## config.mk

```make
export PLATFORM = sky130hd
export DESIGN_NAME = irq_cascade_ctrl
export DESIGN_NICKNAME = d
export VERILOG_FILES = /design/src/rtl/irq_cascade_pkg.sv /design/src/rtl/irq_lowest_pick.sv /design/src/rtl/irq_onehot_idx.sv /design/src/rtl/irq_stage.sv /design/src/rtl/irq_cascade_ctrl.sv
export SDC_FILE = /design/constraint.sdc
export NUM_CORES = 1
export LEC_CHECK = 0
export ABC_CLOCK_PERIOD_IN_PS = 4600
export BUFFER_PORTS_ARGS = -buffer_cell sky130_fd_sc_hd__buf_4
export CAP_MARGIN = 20
export CORE_ASPECT_RATIO = 1.4
export CORE_MARGIN = 10
export CORE_UTILIZATION = 54
export CTS_CLUSTER_SIZE = 28
export DETAILED_ROUTE_END_ITERATION = 10
export PLACE_DENSITY = 0.76
export SYNTH_ARGS = -nofsm -noshare
export SYNTH_HDL_FRONTEND = slang
export SYNTH_SLANG_ARGS = --single-unit
```

## constraint.sdc

```tcl
create_clock -name clk -period 4.6 [get_ports clk]
set_input_delay 0 -clock clk [delete_from_list [all_inputs] [get_ports clk]]
set_output_delay 0 -clock clk [all_outputs]
set_load 0.005 [all_outputs]
```

## src/rtl/irq_cascade_pkg.sv

```systemverilog
package irq_cascade_pkg;
  // configuration register selector
  typedef enum logic [1:0] {
    CFG_MASK = 2'd0,
    CFG_BASE = 2'd1,
    CFG_MODE = 2'd2,
    CFG_CASC = 2'd3
  } cfg_reg_e;

  // mode word bit positions
  localparam int MODE_LEVEL_BIT = 0;
  localparam int MODE_AEOI_BIT  = 1;
endpackage

```

## src/rtl/irq_lowest_pick.sv

```systemverilog
// Isolates the lowest-numbered set bit of a vector.
module irq_lowest_pick #(
  parameter int N = 8
) (
  input  logic [N-1:0] vec_i,
  output logic [N-1:0] hot_o,
  output logic         found_o
);
  assign hot_o   = vec_i & (~vec_i + N'(1));
  assign found_o = |vec_i;
endmodule

```

## src/rtl/irq_onehot_idx.sv

```systemverilog
// Binary index of a one-hot vector.
module irq_onehot_idx #(
  parameter int N  = 8,
  parameter int IW = $clog2(N)
) (
  input  logic [N-1:0]  hot_i,
  output logic [IW-1:0] idx_o
);
  for (genvar b = 0; b < IW; b++) begin : g_bit
    logic [N-1:0] sel;
    for (genvar i = 0; i < N; i++) begin : g_pos
      if (((i >> b) % 2) == 1) begin : g_on
        assign sel[i] = hot_i[i];
      end else begin : g_off
        assign sel[i] = 1'b0;
      end
    end
    assign idx_o[b] = |sel;
  end
endmodule

```

## src/rtl/irq_stage.sv

```systemverilog
// One eight-line stage: pending, mask, in-service, base and mode state.
module irq_stage
  import irq_cascade_pkg::*;
#(
  parameter int             N        = 8,
  parameter int             VW       = 8,
  parameter logic [VW-1:0]  BASE_RST = 8'h08
) (
  input  logic          clk,
  input  logic          rst,
  input  logic [N-1:0]  set_i,
  input  logic [N-1:0]  clr_i,
  input  logic          cfg_we_i,
  input  cfg_reg_e      cfg_addr_i,
  input  logic [VW-1:0] cfg_data_i,
  input  logic [N-1:0]  take_i,
  input  logic [N-1:0]  drop_i,
  input  logic          aeoi_trig_i,
  input  logic          eoi_i,
  input  logic [N-1:0]  ovr_sel_i,
  input  logic          ovr_val_i,
  output logic [N-1:0]  eff_o,
  output logic [N-1:0]  isr_o,
  output logic [VW-1:0] base_o,
  output logic          aeoi_o
);
  logic [N-1:0]  pend_q, mask_q, isr_q;
  logic [N-1:0]  pend_d, isr_d;
  logic [VW-1:0] base_q;
  logic          level_q, aeoi_q;

  // priority block derived from in-service bits
  logic [N-1:0] blk_hot, blk;
  logic         blk_any;
  irq_lowest_pick #(.N(N)) i_blk_pick (
    .vec_i(isr_q), .hot_o(blk_hot), .found_o(blk_any)
  );
  assign blk = blk_any ? ~(blk_hot - N'(1)) : '0;

  // pending view with optional override (cascade position)
  logic [N-1:0] pend_view;
  assign pend_view = (pend_q & ~ovr_sel_i) | (ovr_sel_i & {N{ovr_val_i}});
  assign eff_o     = pend_view & ~mask_q & ~blk;

  // pending next state
  always_comb begin
    pend_d = pend_q;
    if (!level_q) pend_d = pend_d & ~drop_i;
    pend_d = (pend_d | set_i) & ~clr_i;
  end

  // in-service next state: take, then auto-EOI, then explicit EOI
  logic [N-1:0] isr_take, isr_aeoi, hot_take, hot_aeoi;
  logic         any_take, any_aeoi;
  assign isr_take = isr_q | take_i;
  irq_lowest_pick #(.N(N)) i_take_pick (
    .vec_i(isr_take), .hot_o(hot_take), .found_o(any_take)
  );
  assign isr_aeoi = (aeoi_trig_i && aeoi_q && any_take) ? (isr_take & ~hot_take) : isr_take;
  irq_lowest_pick #(.N(N)) i_aeoi_pick (
    .vec_i(isr_aeoi), .hot_o(hot_aeoi), .found_o(any_aeoi)
  );
  assign isr_d = (eoi_i && any_aeoi) ? (isr_aeoi & ~hot_aeoi) : isr_aeoi;

  always_ff @(posedge clk) begin
    if (rst) begin
      pend_q  <= '0;
      isr_q   <= '0;
      mask_q  <= '1;
      base_q  <= BASE_RST;
      level_q <= 1'b0;
      aeoi_q  <= 1'b0;
    end else begin
      pend_q <= pend_d;
      isr_q  <= isr_d;
      if (cfg_we_i) begin
        case (cfg_addr_i)
          CFG_MASK: mask_q <= cfg_data_i[N-1:0];
          CFG_BASE: base_q <= cfg_data_i;
          CFG_MODE: begin
            level_q <= cfg_data_i[MODE_LEVEL_BIT];
            aeoi_q  <= cfg_data_i[MODE_AEOI_BIT];
          end
          default: ;
        endcase
      end
    end
  end

  assign isr_o  = isr_q;
  assign base_o = base_q;
  assign aeoi_o = aeoi_q;
endmodule

```

## src/rtl/irq_cascade_ctrl.sv

```systemverilog
// Two-stage cascaded vectored interrupt controller.
module irq_cascade_ctrl
  import irq_cascade_pkg::*;
#(
  parameter int            N          = 8,
  parameter int            VW         = 8,
  parameter logic [VW-1:0] P_BASE_RST = 8'h08,
  parameter logic [VW-1:0] S_BASE_RST = 8'h70,
  parameter logic [N-1:0]  CASC_RST   = 8'h04
) (
  input  logic            clk,
  input  logic            rst,
  input  logic [2*N-1:0]  req_set,
  input  logic [2*N-1:0]  req_clr,
  input  logic            cfg_we,
  input  logic            cfg_stage,
  input  logic [1:0]      cfg_addr,
  input  logic [VW-1:0]   cfg_wdata,
  input  logic            ack,
  input  logic            eoi,
  input  logic            eoi_stage,
  output logic            irq_out,
  output logic [2*N-1:0]  pend_out,
  output logic [VW-1:0]   vec_out,
  output logic            vec_valid
);
  localparam int IW = $clog2(N);

  cfg_reg_e cfg_sel;
  assign cfg_sel = cfg_reg_e'(cfg_addr);

  // cascade select register (primary only)
  logic [N-1:0] casc_q;
  always_ff @(posedge clk) begin
    if (rst) casc_q <= CASC_RST;
    else if (cfg_we && !cfg_stage && cfg_sel == CFG_CASC) casc_q <= cfg_wdata[N-1:0];
  end

  logic [N-1:0]  eff_p, eff_s, isr_p, isr_s;
  logic [VW-1:0] base_p, base_s;
  logic          aeoi_p, aeoi_s;

  // winner selection
  logic [N-1:0]  p_hot, s_hot;
  logic          p_found, s_found, casc_win;
  logic [IW-1:0] p_idx, s_idx;

  irq_lowest_pick #(.N(N)) i_p_pick (.vec_i(eff_p), .hot_o(p_hot), .found_o(p_found));
  irq_lowest_pick #(.N(N)) i_s_pick (.vec_i(eff_s), .hot_o(s_hot), .found_o(s_found));
  irq_onehot_idx  #(.N(N), .IW(IW)) i_p_idx (.hot_i(p_hot), .idx_o(p_idx));
  irq_onehot_idx  #(.N(N), .IW(IW)) i_s_idx (.hot_i(s_hot), .idx_o(s_idx));

  assign casc_win = |(p_hot & casc_q);

  logic [N-1:0] take_p, drop_p, take_s;
  logic         trig_p, trig_s, sec_take;
  assign sec_take = ack && casc_win && s_found;
  assign take_p   = ack ? p_hot : '0;
  assign drop_p   = ack ? (p_hot & ~casc_q) : '0;
  assign take_s   = sec_take ? s_hot : '0;
  assign trig_p   = ack && p_found && !casc_win;
  assign trig_s   = sec_take;

  irq_stage #(.N(N), .VW(VW), .BASE_RST(P_BASE_RST)) i_primary (
    .clk        (clk),
    .rst        (rst),
    .set_i      (req_set[N-1:0] & ~casc_q),
    .clr_i      (req_clr[N-1:0] & ~casc_q),
    .cfg_we_i   (cfg_we && !cfg_stage),
    .cfg_addr_i (cfg_sel),
    .cfg_data_i (cfg_wdata),
    .take_i     (take_p),
    .drop_i     (drop_p),
    .aeoi_trig_i(trig_p),
    .eoi_i      (eoi && !eoi_stage),
    .ovr_sel_i  (casc_q),
    .ovr_val_i  (|eff_s),
    .eff_o      (eff_p),
    .isr_o      (isr_p),
    .base_o     (base_p),
    .aeoi_o     (aeoi_p)
  );

  irq_stage #(.N(N), .VW(VW), .BASE_RST(S_BASE_RST)) i_secondary (
    .clk        (clk),
    .rst        (rst),
    .set_i      (req_set[2*N-1:N]),
    .clr_i      (req_clr[2*N-1:N]),
    .cfg_we_i   (cfg_we && cfg_stage),
    .cfg_addr_i (cfg_sel),
    .cfg_data_i (cfg_wdata),
    .take_i     (take_s),
    .drop_i     (take_s),
    .aeoi_trig_i(trig_s),
    .eoi_i      (eoi && eoi_stage),
    .ovr_sel_i  ('0),
    .ovr_val_i  (1'b0),
    .eff_o      (eff_s),
    .isr_o      (isr_s),
    .base_o     (base_s),
    .aeoi_o     (aeoi_s)
  );

  // registered outputs
  always_ff @(posedge clk) begin
    if (rst) begin
      irq_out   <= 1'b0;
      pend_out  <= '0;
      vec_out   <= '0;
      vec_valid <= 1'b0;
    end else begin
      irq_out   <= |eff_p;
      pend_out  <= {eff_s & {N{|(eff_p & casc_q)}}, eff_p};
      vec_valid <= ack;
      if (ack) begin
        if (!p_found)      vec_out <= '1;
        else if (casc_win) vec_out <= base_s + VW'(s_idx);
        else               vec_out <= base_p + VW'(p_idx);
      end
    end
  end
endmodule

```

# Yosys cells after proc, flatten, opt, wreduce, memory -nomap -nowiden
# Index checks and enable logic that the tools add are counted.
dict set report word_totals {
  regBits 102
  out_inout_bits 26
  wordCells 142
}
dict set report op_classes {
  add_sub_neg 12
  n_eq_ne 3
  mux 13
  bitwise_logic 56
  reduce_logical 41
}
# op n
set ops {}
lappend ops {{$and A8 B8 Y8} 28}
lappend ops {{$not A8 Y8} 23}
lappend ops {{$mux W8} 13}
lappend ops {{$reduce_or A8 Y1} 10}
lappend ops {{$add A8 B1 Y8 const B} 8}
lappend ops {{$or A8 B8 Y8} 5}
lappend ops {{$reduce_or A4 Y1} 6}
lappend ops {{$add A8 B3 Y8} 2}
lappend ops {{$sub A8 B1 Y8 const B} 2}
lappend ops {{$logic_and A1 B1 Y1} 15}
lappend ops {{$reduce_and A2 Y1} 6}
lappend ops {{$eq A2 B2 Y1 const B} 2}
lappend ops {{$logic_not A1 Y1} 3}
lappend ops {{$eq A2 B1 Y1 const B} 1}
lappend ops {{$logic_not A2 Y1} 1}

# Longest topological paths before layout
# Gate-level depths: netlist (run 1).
dict set report logic_depth {
  ltp_word 34
  mapped_depth 20
  depth_no_buf 17
}

# Modules after synthesis
# From an unflattened synthesis (run 1), not the netlist that was laid out.
dict set report unflattened {
  hier_cells 674
  hier_area_um2 6048.3
}
# module instances cells_per_inst area_each_um2
set by_module_without_submodules {}
lappend by_module_without_submodules {irq_cascade_ctrl 1 220 1956.9}
lappend by_module_without_submodules {{irq_stage (i_secondary)} 1 177 1620.3}
lappend by_module_without_submodules {{irq_stage (i_primary)} 1 175 1615.3}
lappend by_module_without_submodules {irq_lowest_pick 8 12 101.3}
lappend by_module_without_submodules {irq_onehot_idx 2 3 22.5}

# Least setup slack after synthesis (run 1)
# No wires, ideal clock.
dict set report synth_path {
  kind {reg2reg}
  from {register i_primary.isr_q[1] (netlist: i_primary.isr_o[1])}
  to {register i_primary.isr_q[0] (netlist: i_primary.isr_o[0])}
  setup_time_ps 103
  t_arrival_ps 3406
  t_required_ps 4497
  setup_slack_ps 1091
  stages_incl_launch_ff 13
  period_less_slack_ps 3509
  cell_sequence {dfxtp_1 > buf_6 > or3_4 > or4_1 > clkbuf_2 > a311o_1 > nand4_1 > or4b_4 > o31ai_2 > a21oi_1 > a211oi_2 > o21ai_1 > a2111oi_2}
}
dict set report synth_between {
  elab_chain_len 24
}
# element line_no
set synth_rtl {}
lappend synth_rtl {{start, declared} irq_stage.sv:27} ;# logic [N-1:0] pend_q, mask_q, isr_q;
lappend synth_rtl {{start signal, assigned} irq_stage.sv:75} ;# isr_q <= isr_d;
lappend synth_rtl {{$not A8 Y8} irq_lowest_pick.sv:9} ;# assign hot_o = vec_i & (~vec_i + N'(1));
lappend synth_rtl {{$add A8 B1 Y8} irq_lowest_pick.sv:9}
lappend synth_rtl {{$and A8 B8 Y8} irq_lowest_pick.sv:9}
lappend synth_rtl {{$sub A8 B1 Y8} irq_stage.sv:38} ;# assign blk = blk_any ? ~(blk_hot - N'(1)) : '0;
lappend synth_rtl {{$not A8 Y8} irq_stage.sv:38}
lappend synth_rtl {{$mux W8} irq_stage.sv:38}
lappend synth_rtl {{$not A8 Y8} irq_stage.sv:43} ;# assign eff_o = pend_view & ~mask_q & ~blk;
lappend synth_rtl {{$and A8 B8 Y8} irq_stage.sv:43}
lappend synth_rtl {{[... 7 more ...]} n/a}
lappend synth_rtl {{$logic_and A1 B1 Y1 (2 in series)} irq_stage.sv:59} ;# assign isr_aeoi = (aeoi_trig_i && aeoi_q && any_take) ? (isr_take & ~hot_take) : isr_take;
lappend synth_rtl {{$mux W8 (*)} irq_stage.sv:59}
lappend synth_rtl {{$not A8 Y8} irq_lowest_pick.sv:9}
lappend synth_rtl {{$add A8 B1 Y8} irq_lowest_pick.sv:9}
lappend synth_rtl {{$and A8 B8 Y8} irq_lowest_pick.sv:9}
lappend synth_rtl {{$not A8 Y8} irq_stage.sv:63} ;# assign isr_d = (eoi_i && any_aeoi) ? (isr_aeoi & ~hot_aeoi) : isr_aeoi;
lappend synth_rtl {{$and A8 B8 Y8} irq_stage.sv:63}
lappend synth_rtl {{$mux W8 (*)} irq_stage.sv:63}
# Every way passes the cells marked *; elsewhere a longest branch is shown, timed or not.
# A chain may end at the register's enable or synchronous reset.

# Worst setup path in the final report (run 1)
dict set report layout_path {
  from {register i_secondary.isr_q[1] (netlist: i_secondary.isr_o[1])}
  to {register i_primary.isr_q[0] (netlist: i_primary.isr_o[0])}
}
dict set report layout_between {
  elab_chain_len 30
}
# element line_no
set layout_rtl {}
lappend layout_rtl {{start, declared} irq_stage.sv:27}
lappend layout_rtl {{start signal, assigned} irq_stage.sv:75}
lappend layout_rtl {{$not A8 Y8} irq_lowest_pick.sv:9}
lappend layout_rtl {{$add A8 B1 Y8} irq_lowest_pick.sv:9}
lappend layout_rtl {{$and A8 B8 Y8} irq_lowest_pick.sv:9}
lappend layout_rtl {{$sub A8 B1 Y8} irq_stage.sv:38}
lappend layout_rtl {{$not A8 Y8} irq_stage.sv:38}
lappend layout_rtl {{$mux W8 (*)} irq_stage.sv:38}
lappend layout_rtl {{$not A8 Y8 (*)} irq_stage.sv:43}
lappend layout_rtl {{$and A8 B8 Y8 (*)} irq_stage.sv:43}
lappend layout_rtl {{[... 14 more ...]} n/a}
lappend layout_rtl {{$and A8 B8 Y8} irq_stage.sv:59}
lappend layout_rtl {{$mux W8 (*)} irq_stage.sv:59}
lappend layout_rtl {{$not A8 Y8} irq_lowest_pick.sv:9}
lappend layout_rtl {{$add A8 B1 Y8} irq_lowest_pick.sv:9}
lappend layout_rtl {{$and A8 B8 Y8} irq_lowest_pick.sv:9}
lappend layout_rtl {{$not A8 Y8} irq_stage.sv:63}
lappend layout_rtl {{$and A8 B8 Y8} irq_stage.sv:63}
lappend layout_rtl {{$mux W8 (*)} irq_stage.sv:63}
# Marks and branches as above.

==> run summary, run 1 <==
Critical Path Stages: 11
WP data arrival: 4.36 ns
Initial DRC count: 246
Slowest cell on crit path: or4b_4
Clock sinks: 102
Status: complete, no violations
Synth-to-layout area growth: 24.90%
CP Max Fanout: 11
Synth cell types: 72
Multiplexer area fraction after synthesis: 2.539%
Worst path most repeated cell: nor3_1
Largest family of logic cells by synthesized area: simple AND/OR/NAND/NOR gates
R2R Path Start: i_secondary.isr_o[1]
Worst reg2reg path endpoint: i_primary.isr_o[0]
Async SR Flop Fraction: 0%
Syn Inst Count: 662
Core box area: 9564 sq um
Synth area leaders: dfxtp_1, nand2_1, a21oi_1
Fillers: 818
Via count: 5,491
Post-route ant nets: 0
Clk_lat worst skew: 0.35 ns
Seq/Total Area, Yosys: 38.37%
Crit path buffers/inverters: 0
Layout Nets: 821
Post-Synth Simple-Gate Area: 29.11%
M1 wire length: 6.702 mm
PwrDens: 278.8 nW/um^2
Starting Density: 55.64%
DRC: 0
Top Ports: 75
CTS max path bufs: 2
H-tree Lvls: 3
Die area: 14,280 sq um
Primary FF master, synth: dfxtp_1
Worst Setup Start Kind: flip-flop
Fin crit share: 89.36%
Peak supply drop: 0.2048 mV
Chip Width: 103.9 um
WP data required: 4.85 ns
Post-Synth XOR/XNOR Area: 1.646%
Max_cap viols: 0
DRT Wirelength: 17.49 mm
Critical path cell sequence: nor3_1 -> a32o_1 -> nor2_2 -> and2_4 -> mux2_4 -> or4b_4 -> nor3_1 -> nand2_1 -> a211oi_2 -> o21ai_1 -> a2111oi_2
Crit. End Element: flip-flop
Synth top area share: 38.37%
Via density per instance: 6.101
Synth cell count leaders: dfxtp_1, nand2_1, nor2_1, a21oi_1, nor3_1
Final TNS setup: 0 ns
Flops & latches, synth: 102
FF/Latch Area: 2042 sq um
Kind of critical path: reg2reg
Worst-case clock skew: 0.009570 ns
R2R setup slack: 0.49 ns
Pleak: 2.643 nW
Dominant cell type by area after synthesis: dfxtp_1
Endpoints failing hold: 0
Endpoints failing setup: 0
DRT Pass-1 Iters: 5
Max Freq: 0.2433 GHz
Multi-input logic area: 3118 sq um
Synth warnings: 0
Setup WS pre-CTS: 0.3784 ns
GPL Wtd Cong: 0.9717
Initial antenna violation count: 0
Clock-pin slew on the worst setup and hold paths: 0.07 ns
First-pass GRT wire length: 28.07 mm
HP Class: in2reg
Gr ovfl total: 0
Clk root buf: clkbuf_16
Number of flops mapped to enable cells by yosys: 0
Syn Nets: 719
Critical path's top delay family: simple AND/OR/NAND/NOR gates
Layout cell share with drive strength beyond 1: 16.28%
CP Launch Point: i_secondary.isr_o[1]
Crit path time final: 4.110 ns
I/O Buffers: 74
Slowest stage delay, CP: 0.58 ns
TritonCTS clock tree: built
Wire length on met2: 9.085 mm
Largest net degree at the start of global routing: 86
Slew Limit Fails: 0
Routed WL per cell: 19.44 um
Vias in the first global route: 5,486
RSZ-0062 raised after global routing: no
Gr usage total: 24.26%
Max layer used: met4
Avg Cell Area, Syn: 8.038 sq um
Met3 WL: 832 um
Synth Area in Adders: 2.163%
Relative slew slack: 39.90%
Detailed-placement wirelength estimate: 13.00 mm
Ant. Diodes: 0
Row count: 42
Post-synthesis compound-gate area fraction: 22.95%
Reg2reg path depth: 11
Cell with the most instances after synthesis: dfxtp_1
Worst-Margin Slew: 0.9015 ns
Synth Cell Area: 5321 sq um
Die Height: 137.5 um
Critical Path Sink: i_primary.isr_o[0]
CTS Buf Count: 9
Setup slack after layout: 0.4896 ns
-- through the flow --
stage / instance area, sq um / total power [mW] / hold WS [ns] / utilization (%) / cells
floorplan: 5321 / 1.029 / 0.07679 / - / 662
global placement: 5976 / 1.108 / 0.1614 / 62.48 / 847
detailed placement: 5976 / 1.113 / 0.1647 / 62.48 / 847
CTS: 6636 / 1.860 / 0.06934 / 69.39 / 900
global route: 6646 / 1.921 / 0.07634 / 69.49 / 900
finish: 6646 / 1.853 / 0.05963 / 69.49 / 900
-- cells in the final DEF, fill, tap and decap left out, types with 3 or more instances in the layout --
cell type and n:
and2_1 6, nor2b_1 24, inv_1 10, a32o_1 3, o21ai_0 27, a221oi_1 7
nand2_1 100, or3_1 6, or2_2 5, a211oi_1 15, nand2b_1 10, nand4b_1 3
a31oi_1 7, ha_1 6, a21oi_1 56, nor2_1 65, or4_1 5, o21bai_1 5
a21o_1 6, dlygate4sd3_1 38, o21a_1 3, nor3_1 29, nand3_1 13, nand3b_1 4
buf_4 83, nor3b_1 4, xnor2_1 5, a2111oi_0 6, clkbuf_16 9, and3_1 8
o31ai_1 7, xor2_1 5, dfxtp_1 102, nor4_1 8, mux2i_1 12, a31o_2 3
or3b_2 5, a211o_1 9
-- registers in the layout, summed over array words and instances (netlist names), 8 cells and up --
signal and flops:
casc_q 8, i_primary.base_o 8, i_primary.isr_o 8, i_primary.mask_q 8, i_primary.pend_q 8, i_secondary.base_o 8
i_secondary.isr_o 8, i_secondary.mask_q 8, i_secondary.pend_q 8, pend_out 16, vec_out 8
-- how the worst min path moves through the flow --
stage / startpoint / endpoint / slack, ns / depth (start not counted)
floorplan: req_clr[8] / i_secondary.pend_q[0] / 0.08 / 1
global placement: req_clr[8] / i_secondary.pend_q[0] / 0.16 / 2
detailed placement: req_clr[12] / i_secondary.pend_q[4] / 0.16 / 2
CTS: req_set[4] / i_primary.pend_q[4] / 0.07 / 4
global route: req_set[4] / i_primary.pend_q[4] / 0.08 / 4
finish: req_set[4] / i_primary.pend_q[4] / 0.06 / 4
-- area by class of cell --
class	count	share of cell area, %
multi-input cells	520	46.91
flip-flops and latches	102	30.72
repair buffers	121	15.10
clock buffers	10	3.596
well taps	132	2.485
clock inverters	5	0.6212
inverters	10	0.5648
-- power by group --
| group | switching (mW) | leakage [nW] | internal (mW) | total, mW |
|---|---|---|---|---|
| combinational | 0.0981 | 1.68 | 0.0948 | 0.193 |
| clock | 0.346 | 0.137 | 0.386 | 0.732 |
| sequential | 0.0218 | 0.830 | 0.906 | 0.928 |
| total | 0.466 | 2.64 | 1.39 | 1.85 |
-- worst min-delay path, delay by kind of cell --
| family | cells | cell delay (ns) |
|---|---|---|
| AND/OR/NAND/NOR | 2 | 0.23 |
| buffers and inverters | 1 | 0.08 |
| AO/OA/AOI/OAI | 1 | 0.05 |
-- routing by layer --
layer / vias up / GRT usage, %
li1: 2604 / -
met2: 219 / 45.09
met3: 67 / 4.722
met5: - / 0
met1: 2601 / 25.06
met4: 0 / 14.03
-- what timing repair did --
item	CTS	global route
gates resized for setup	0	2
endpoints found under the setup margin	0	6
setup buffers	0	0
endpoints found under the hold margin	59	0
hold buffers	38	0
-- kinds of logic after synthesis --
logic type      after synthesis
buf+inv                      40
xor+xnor                     10
mux                          13
simple gates                309
compound gates              180
flops                       102
fa+ha+maj                     8
Power figures use the tool's default switching activity.
==> run 2: changes to the inputs <==
--- a/config.mk
+++ b/config.mk
@@ -13,7 +13,7 @@
 export CORE_UTILIZATION = 54
 export CTS_CLUSTER_SIZE = 28
 export DETAILED_ROUTE_END_ITERATION = 10
-export PLACE_DENSITY = 0.76
+export PLACE_DENSITY_LB_ADDON = 0.08
 export SYNTH_ARGS = -nofsm -noshare
 export SYNTH_HDL_FRONTEND = slang
 export SYNTH_SLANG_ARGS = --single-unit
==> run 2 against run 1 <==
Flip-flop and latch count unchanged. Final area up 1.2%. Global-route usage decreased by 1.4 points. Worst setup slack worse by 0.24 ns. Critical endpoint unchanged. Die area is the same. Critical path type unchanged. Highest routed layer unchanged. Combinational power down 3%. Maximum frequency down 5.5%.
==> run summary, run 2 (synthesized netlist as in run 1, its figures left out) <==
Min-delay src: req_set[2]
Routed WL per cell: 18.49 um (-4.9%)
Max Freq: 0.2299 GHz (-5.5%)
Synth-to-layout area growth: 26.36%
Top Ports: 75 (unchanged)
CTS max path bufs: 2 (unchanged)
CP Max Fanout: 11 (unchanged)
Worst reg2reg path endpoint: i_primary.isr_o[0]
Slew Limit Fails: 0 (unchanged)
CTS Buf Count: 9 (unchanged)
Peak supply drop: 0.2890 mV (+41%)
Post-route ant nets: 0 (unchanged)
Initial DRC count: 449 (+83%)
RSZ-0062 raised after global routing: no
Worst Setup Start Kind: flip-flop
PwrDens: 306.3 nW/um^2 (+9.9%)
Commonest cells after routing, fill and taps aside: dfxtp_1, nand2_1, buf_4, nor2_1, a21oi_1
Via count: 5,400 (-1.7%)
Chip Width: 103.9 um (unchanged)
Clk root buf: clkbuf_16
Die area: 14,280 sq um (unchanged)
Largest register by flop count: pend_out
Layout Nets: 820 (-0.12%)
Kind of critical path: reg2reg
Crit path time final: 4.350 ns (+0.2398 ns)
Hold Path Depth: 4 (unchanged)
Relative slew slack: 38.07% (-1.8 points)
DRC: 0 (unchanged)
R2R setup slack: 0.25 ns (-0.24 ns)
Vias in the first global route: 5,448 (-0.69%)
R2R Path Start: i_secondary.isr_o[0]
TritonCTS clock tree: built
DRT Pass-1 Iters: 7 (+2)
Starting Density: 55.64% (unchanged)
Hold_ws: 0.03948 ns (-0.02015 ns)
Clock-pin slew on the worst setup and hold paths: 0.07 ns (about the same)
Worst-case clock skew: 0.008935 ns (-0.0006345 ns)
Status: complete, no violations
First-pass GRT wire length: 26.85 mm (-4.3%)
Post-layout util: 70.30% (+0.81 points)
Max_cap viols: 0 (unchanged)
DRT Wirelength: 16.64 mm (-4.9%)
Final TNS setup: 0 ns (unchanged)
HP Class: in2reg
H-tree Lvls: 3 (unchanged)
Endpoints failing hold: 0 (unchanged)
Core box area: 9564 sq um (unchanged)
Fin crit share: 94.57% (+5.2 points)
Largest net degree at the start of global routing: 86 (unchanged)
Post-CTS setup buffers: 0 (unchanged)
Clock sinks: 102 (unchanged)
WP data required: 4.84 ns (about the same)
GPL Wtd Cong: 1.045 (+7.5%)
Initial antenna violation count: 0 (unchanged)
Row count: 42 (unchanged)
Die Height: 137.5 um (unchanged)
Largest register FFs: 16 (unchanged)
WP data arrival: 4.59 ns (+0.23 ns)
Ant. Diodes: 0 (unchanged)
Gr ovfl total: 0 (unchanged)
Pleak: 2.681 nW (+1.4%)
Clk_lat worst skew: 0.35 ns (about the same)
Commonest non-fill, non-tap cell in the layout: dfxtp_1
Crit. End Element: flip-flop
Endpoints failing setup: 0 (unchanged)
Reg2reg path depth: 11 (unchanged)
Gr usage total: 22.89% (-1.4 points)
Layout cell share with drive strength beyond 1: 16.15% (-0.13 points)
Detailed-placement wirelength estimate: 12.20 mm (-6.1%)
I/O Buffers: 74 (unchanged)
Worst-Margin Slew: 0.9255 ns (+0.02400 ns)
Via density per instance: 6.000 (-1.7%)
Min-Delay Endpoint: i_primary.pend_q[2]
-- run 2: timing repair --
action / in CTS / in global routing
endpoints found under the hold margin: 60 / 0
setup endpoints to repair: 0 / 3
hold buffers: 38 / 0
resized for setup: 0 / 1
-- run 2: critical path: stages (launching register included) --
cell	delay, ns
dfxtp_1	0.48
nor3_1	0.11
a32o_1	0.32
nor2_1	0.71
and2_4	0.39
mux2_4	0.36
or4b_4	0.58
o31ai_2	0.29
a21oi_1	0.14
a211oi_2	0.37
o21ai_1	0.12
a2111oi_2	0.37
-- run 2: area by class of cell --
cell class	count	area, sq um
fillers	795	2840
clock inverters	7	142.6
inverters	10	37.54
multi-input cells	520	3115
clock buffers	9	225.2
repair buffers	120	996.0
well taps	132	165.2
flip-flops and latches	102	2042
-- run 2: report_power, final --
part           internal (mW)  total (mW)  switching, mW
logic                 0.0940       0.188         0.0944
registers              0.906       0.928         0.0216
clock network          0.590       0.943          0.353
total                   1.59        2.06          0.469
-- run 2: worst max path at each step --
stage / slack [ns] / start / end / depth (start not counted)
floorplan: 1.09 / i_primary.isr_o[1] / i_primary.isr_o[0] / 12
global placement: 0.33 / i_primary.isr_o[0] / vec_out[6] / 15
detailed placement: 0.37 / i_secondary.isr_o[0] / i_primary.isr_o[0] / 11
CTS: 0.34 / i_secondary.isr_o[0] / i_primary.isr_o[0] / 11
global route: 0.06 / i_secondary.isr_o[0] / i_primary.isr_o[0] / 11
finish: 0.25 / i_secondary.isr_o[0] / i_primary.isr_o[0] / 11
-- run 2: metal layers --
metal  vias up  share of wire [%]  wire [um]  GRT usage (%)
li1       2603                  -          -              -
met1      2525                 39       6513          24.73
met2       224                 52       8591          42.87
met3        48                5.6        924          3.740
met4         0                3.7        611          10.70
met5         -                  0          0              0
-- run 2: through the flow --
stage | std cells | instance area, sq um | power [mW] | setup WS, ns
global route | 900 | 6724 | 2.118 | 0.05549
floorplan | 662 | 5321 | 1.029 | 1.091
finish | 900 | 6724 | 2.060 | 0.2498
global placement | 846 | 5968 | 1.105 | 0.3348
detailed placement | 846 | 5968 | 1.109 | 0.3662
CTS | 900 | 6716 | 2.059 | 0.3431
==> run 3: changes to the inputs <==
--- a/config.mk
+++ b/config.mk
@@ -5,6 +5,7 @@
 export SDC_FILE = /design/constraint.sdc
 export NUM_CORES = 1
 export LEC_CHECK = 0
+export ABC_AREA = 1
 export ABC_CLOCK_PERIOD_IN_PS = 4600
 export BUFFER_PORTS_ARGS = -buffer_cell sky130_fd_sc_hd__buf_4
 export CAP_MARGIN = 20
==> run 3 against run 2 <==
Cell count rose by 9.7%. Largest cell class unchanged. Clock power fell by 18%. Worst setup slack gained 0.47 ns. First-iteration DRC count fell by 27%. Final area down 2.0%.
==> run summary, run 3 <==
Status: complete, no violations
TritonCTS clock tree: built
PwrDens: 290.4 nW/um^2 (-5.2%)
# resized after CTS: 0 (unchanged)
Chip Width: 103.5 um (-0.38%)
Via density per instance: 5.418 (-9.7%)
Clk root buf: clkbuf_16
CP Max Fanout: 11 (unchanged)
Post-layout util: 69.24% (-1.1 points)
WP data arrival: 4.12 ns (-0.47 ns)
Cell with the most instances after synthesis: nand2_1
Worst Setup Start Kind: flip-flop
Die Height: 136.9 um (-0.40%)
Min-Delay Endpoint: i_primary.pend_q[5]
Layout cell share with drive strength beyond 1: 15.46% (-0.69 points)
Row count: 42 (unchanged)
Multi-input logic area: 2686 sq um (-14%)
Seq/Total Area, Yosys: 38.74% (+0.36 points)
Final TNS setup: 0 ns (unchanged)
Detailed-placement wirelength estimate: 12.52 mm (+2.6%)
Flops & latches, synth: 102 (unchanged)
DRT Wirelength: 16.53 mm (-0.66%)
Design Power: 1.913 mW (-7.1%)
Layout Nets: 906 (+10%)
Top Ports: 75 (unchanged)
Commonest cells after routing, fill and taps aside: nand2_1, inv_1, dfxtp_1, nor2_1, buf_4
R2R setup slack: 0.72 ns (+0.47 ns)
CTS max path bufs: 2 (unchanged)
Syn Nets: 800 (+11%)
Commonest non-fill, non-tap cell in the layout: nand2_1
Peak supply drop: 0.2156 mV (-25%)
FF/Latch Area: 2042 sq um (unchanged)
Setup WS pre-CTS: 0.7855 ns (+0.4193 ns)
First-pass GRT wire length: 26.21 mm (-2.4%)
Synth cell types: 44 (-39%)
Fillers: 805 (+1.3%)
Clock-pin slew on the worst setup and hold paths: 0.07 ns (about the same)
Vias in the first global route: 5,275 (-3.2%)
Slew Limit Fails: 0 (unchanged)
Number of flops mapped to enable cells by yosys: 0 (unchanged)
Max_cap viols: 0 (unchanged)
HP Class: in2reg
Clk_lat worst skew: 0.35 ns (about the same)
Critical path's top delay family: simple AND/OR/NAND/NOR gates
Pleak: 3.278 nW (+22%)
DRC: 0 (unchanged)
R2R Path Start: i_secondary.isr_o[2]
Reg2reg path depth: 26 (+15)
Hold_ws: 0.008123 ns (-0.03136 ns)
Starting Density: 55.42% (-0.22 points)
Worst reg2reg path endpoint: vec_out[7]
Slowest stage delay, CP: 0.32 ns (-0.39 ns)
Gr usage total: 23.03% (+0.14 points)
Endpoints failing setup: 0 (unchanged)
Synth Cell Area: 5271 sq um (-0.94%)
Largest register by flop count: pend_out
I/O Buffers: 74 (unchanged)
Kind of critical path: reg2reg
CTS Buf Count: 9 (unchanged)
Synth-to-layout area growth: 24.95%
Worst-case clock skew: 0.006257 ns (-0.002678 ns)
Largest register FFs: 16 (unchanged)
DRT Pass-1 Iters: 7 (unchanged)
Crit path buffers/inverters: 5 (+5)
Synth warnings: 0 (unchanged)
Initial antenna violation count: 0 (unchanged)
Hold Path Depth: 3 (-1)
Synth cell count leaders: nand2_1, inv_1, dfxtp_1, nor2_1, nand3_1
Endpoints failing hold: 0 (unchanged)
Placed instance area: 5909 sq um (-0.99%)
Setup slack after layout: 0.7193 ns (+0.4695 ns)
Min-delay src: req_set[5]
Finished layout cell area: 6586 sq um (-2.0%)
Via count: 5,348 (-0.96%)
RSZ-0062 raised after global routing: no
Crit. End Element: flip-flop
Fin crit share: 84.36% (-10 points)
Synth top area share: 38.74% (+0.36 points)
Async SR Flop Fraction: 0% (unchanged)
GPL Wtd Cong: 0.9759 (-6.6%)
Fin cells: 987 (+9.7%)
WP data required: 4.84 ns (about the same)
Cells after DPL: 932 (+10%)
Worst-Margin Slew: 1.039 ns (+0.1139 ns)
H-tree Lvls: 3 (unchanged)
Syn Inst Count: 743 (+12%)
Max Freq: 0.2577 GHz (+12%)
Dominant cell type by area after synthesis: dfxtp_1
Clock sinks: 102 (unchanged)
Largest net degree at the start of global routing: 47 (-45%)
Core box area: 9512 sq um (-0.55%)
Primary FF master, synth: dfxtp_1
Relative slew slack: 30.63% (-7.4 points)
Slowest cell on crit path: ha_1
Initial DRC count: 327 (-27%)
Synth area leaders: dfxtp_1, nand2_1, inv_1
Routed WL per cell: 16.75 um (-9.4%)
Avg Cell Area, Syn: 7.095 sq um (-12%)
Post-route ant nets: 0 (unchanged)
Crit path time final: 3.881 ns (-0.4695 ns)
Gr ovfl total: 0 (unchanged)
Die area: 14,170 sq um (-0.78%)
Worst path most repeated cell: nand2_1
-- run 3: logic make-up after synthesis --
family          Yosys count  synth area share, %
compound gates          124                13.77
xor+xnor                 10                1.662
fa+ha+maj                 8                2.184
buf+inv                 138                10.30
flops                   102                38.74
simple gates            361                33.35
-- run 3: cell type report --
type / count / area share, %
flip-flops and latches: 102 / 31.00
clock buffers: 13 / 3.799
diodes: 1 / 0.03799
repair buffers: 113 / 14.32
clock inverters: 3 / 0.6649
inverters: 120 / 6.877
multi-input cells: 503 / 40.79
well taps: 132 / 2.508
-- run 3: power by group --
part	switching [mW]	leakage, nW	internal [mW]
logic	0.115	2.30	0.0964
clock network	0.331	0.144	0.438
registers	0.0211	0.831	0.912
total	0.467	3.28	1.45
-- run 3: repair_timing --
action / 4_1_cts / 5_1_grt
hold buffers: 38 / 0
endpoints found under the hold margin: 40 / 0
buffers inserted: 0 / 0
-- run 3: worst register-to-register path: cells and delay by family, from the launching register on --
family / cells / cell delay (ns)
fa+ha+maj: 1 / 0.32
flops: 1 / 0.31
simple gates: 15 / 2.00
compound gates: 4 / 0.60
buf+inv: 5 / 0.34
xor+xnor: 1 / 0.18
-- run 3: worst max path at each step --
| stage | start | to | slack (ns) | cells past startpoint |
|---|---|---|---|---|
| 2_1_floorplan | i_secondary.isr_o[2] | vec_out[7] | 1.53 | 27 |
| 3_3_place_gp | i_secondary.isr_o[2] | vec_out[7] | 0.83 | 26 |
| 3_5_place_dp | i_secondary.isr_o[2] | vec_out[7] | 0.79 | 26 |
| 4_1_cts | i_secondary.isr_o[2] | vec_out[7] | 0.76 | 26 |
| 5_1_grt | i_secondary.isr_o[2] | i_primary.isr_o[7] | 0.30 | 26 |
| 6_report | i_secondary.isr_o[2] | vec_out[7] | 0.72 | 26 |
-- run 3: metal layers --
layer | GRT usage [%] | share of wire, %
met5 | 0 | 0
met2 | 43.57 | 54
met1 | 23.40 | 37
met4 | 12.89 | 4.2
met3 | 4.141 | 4.8
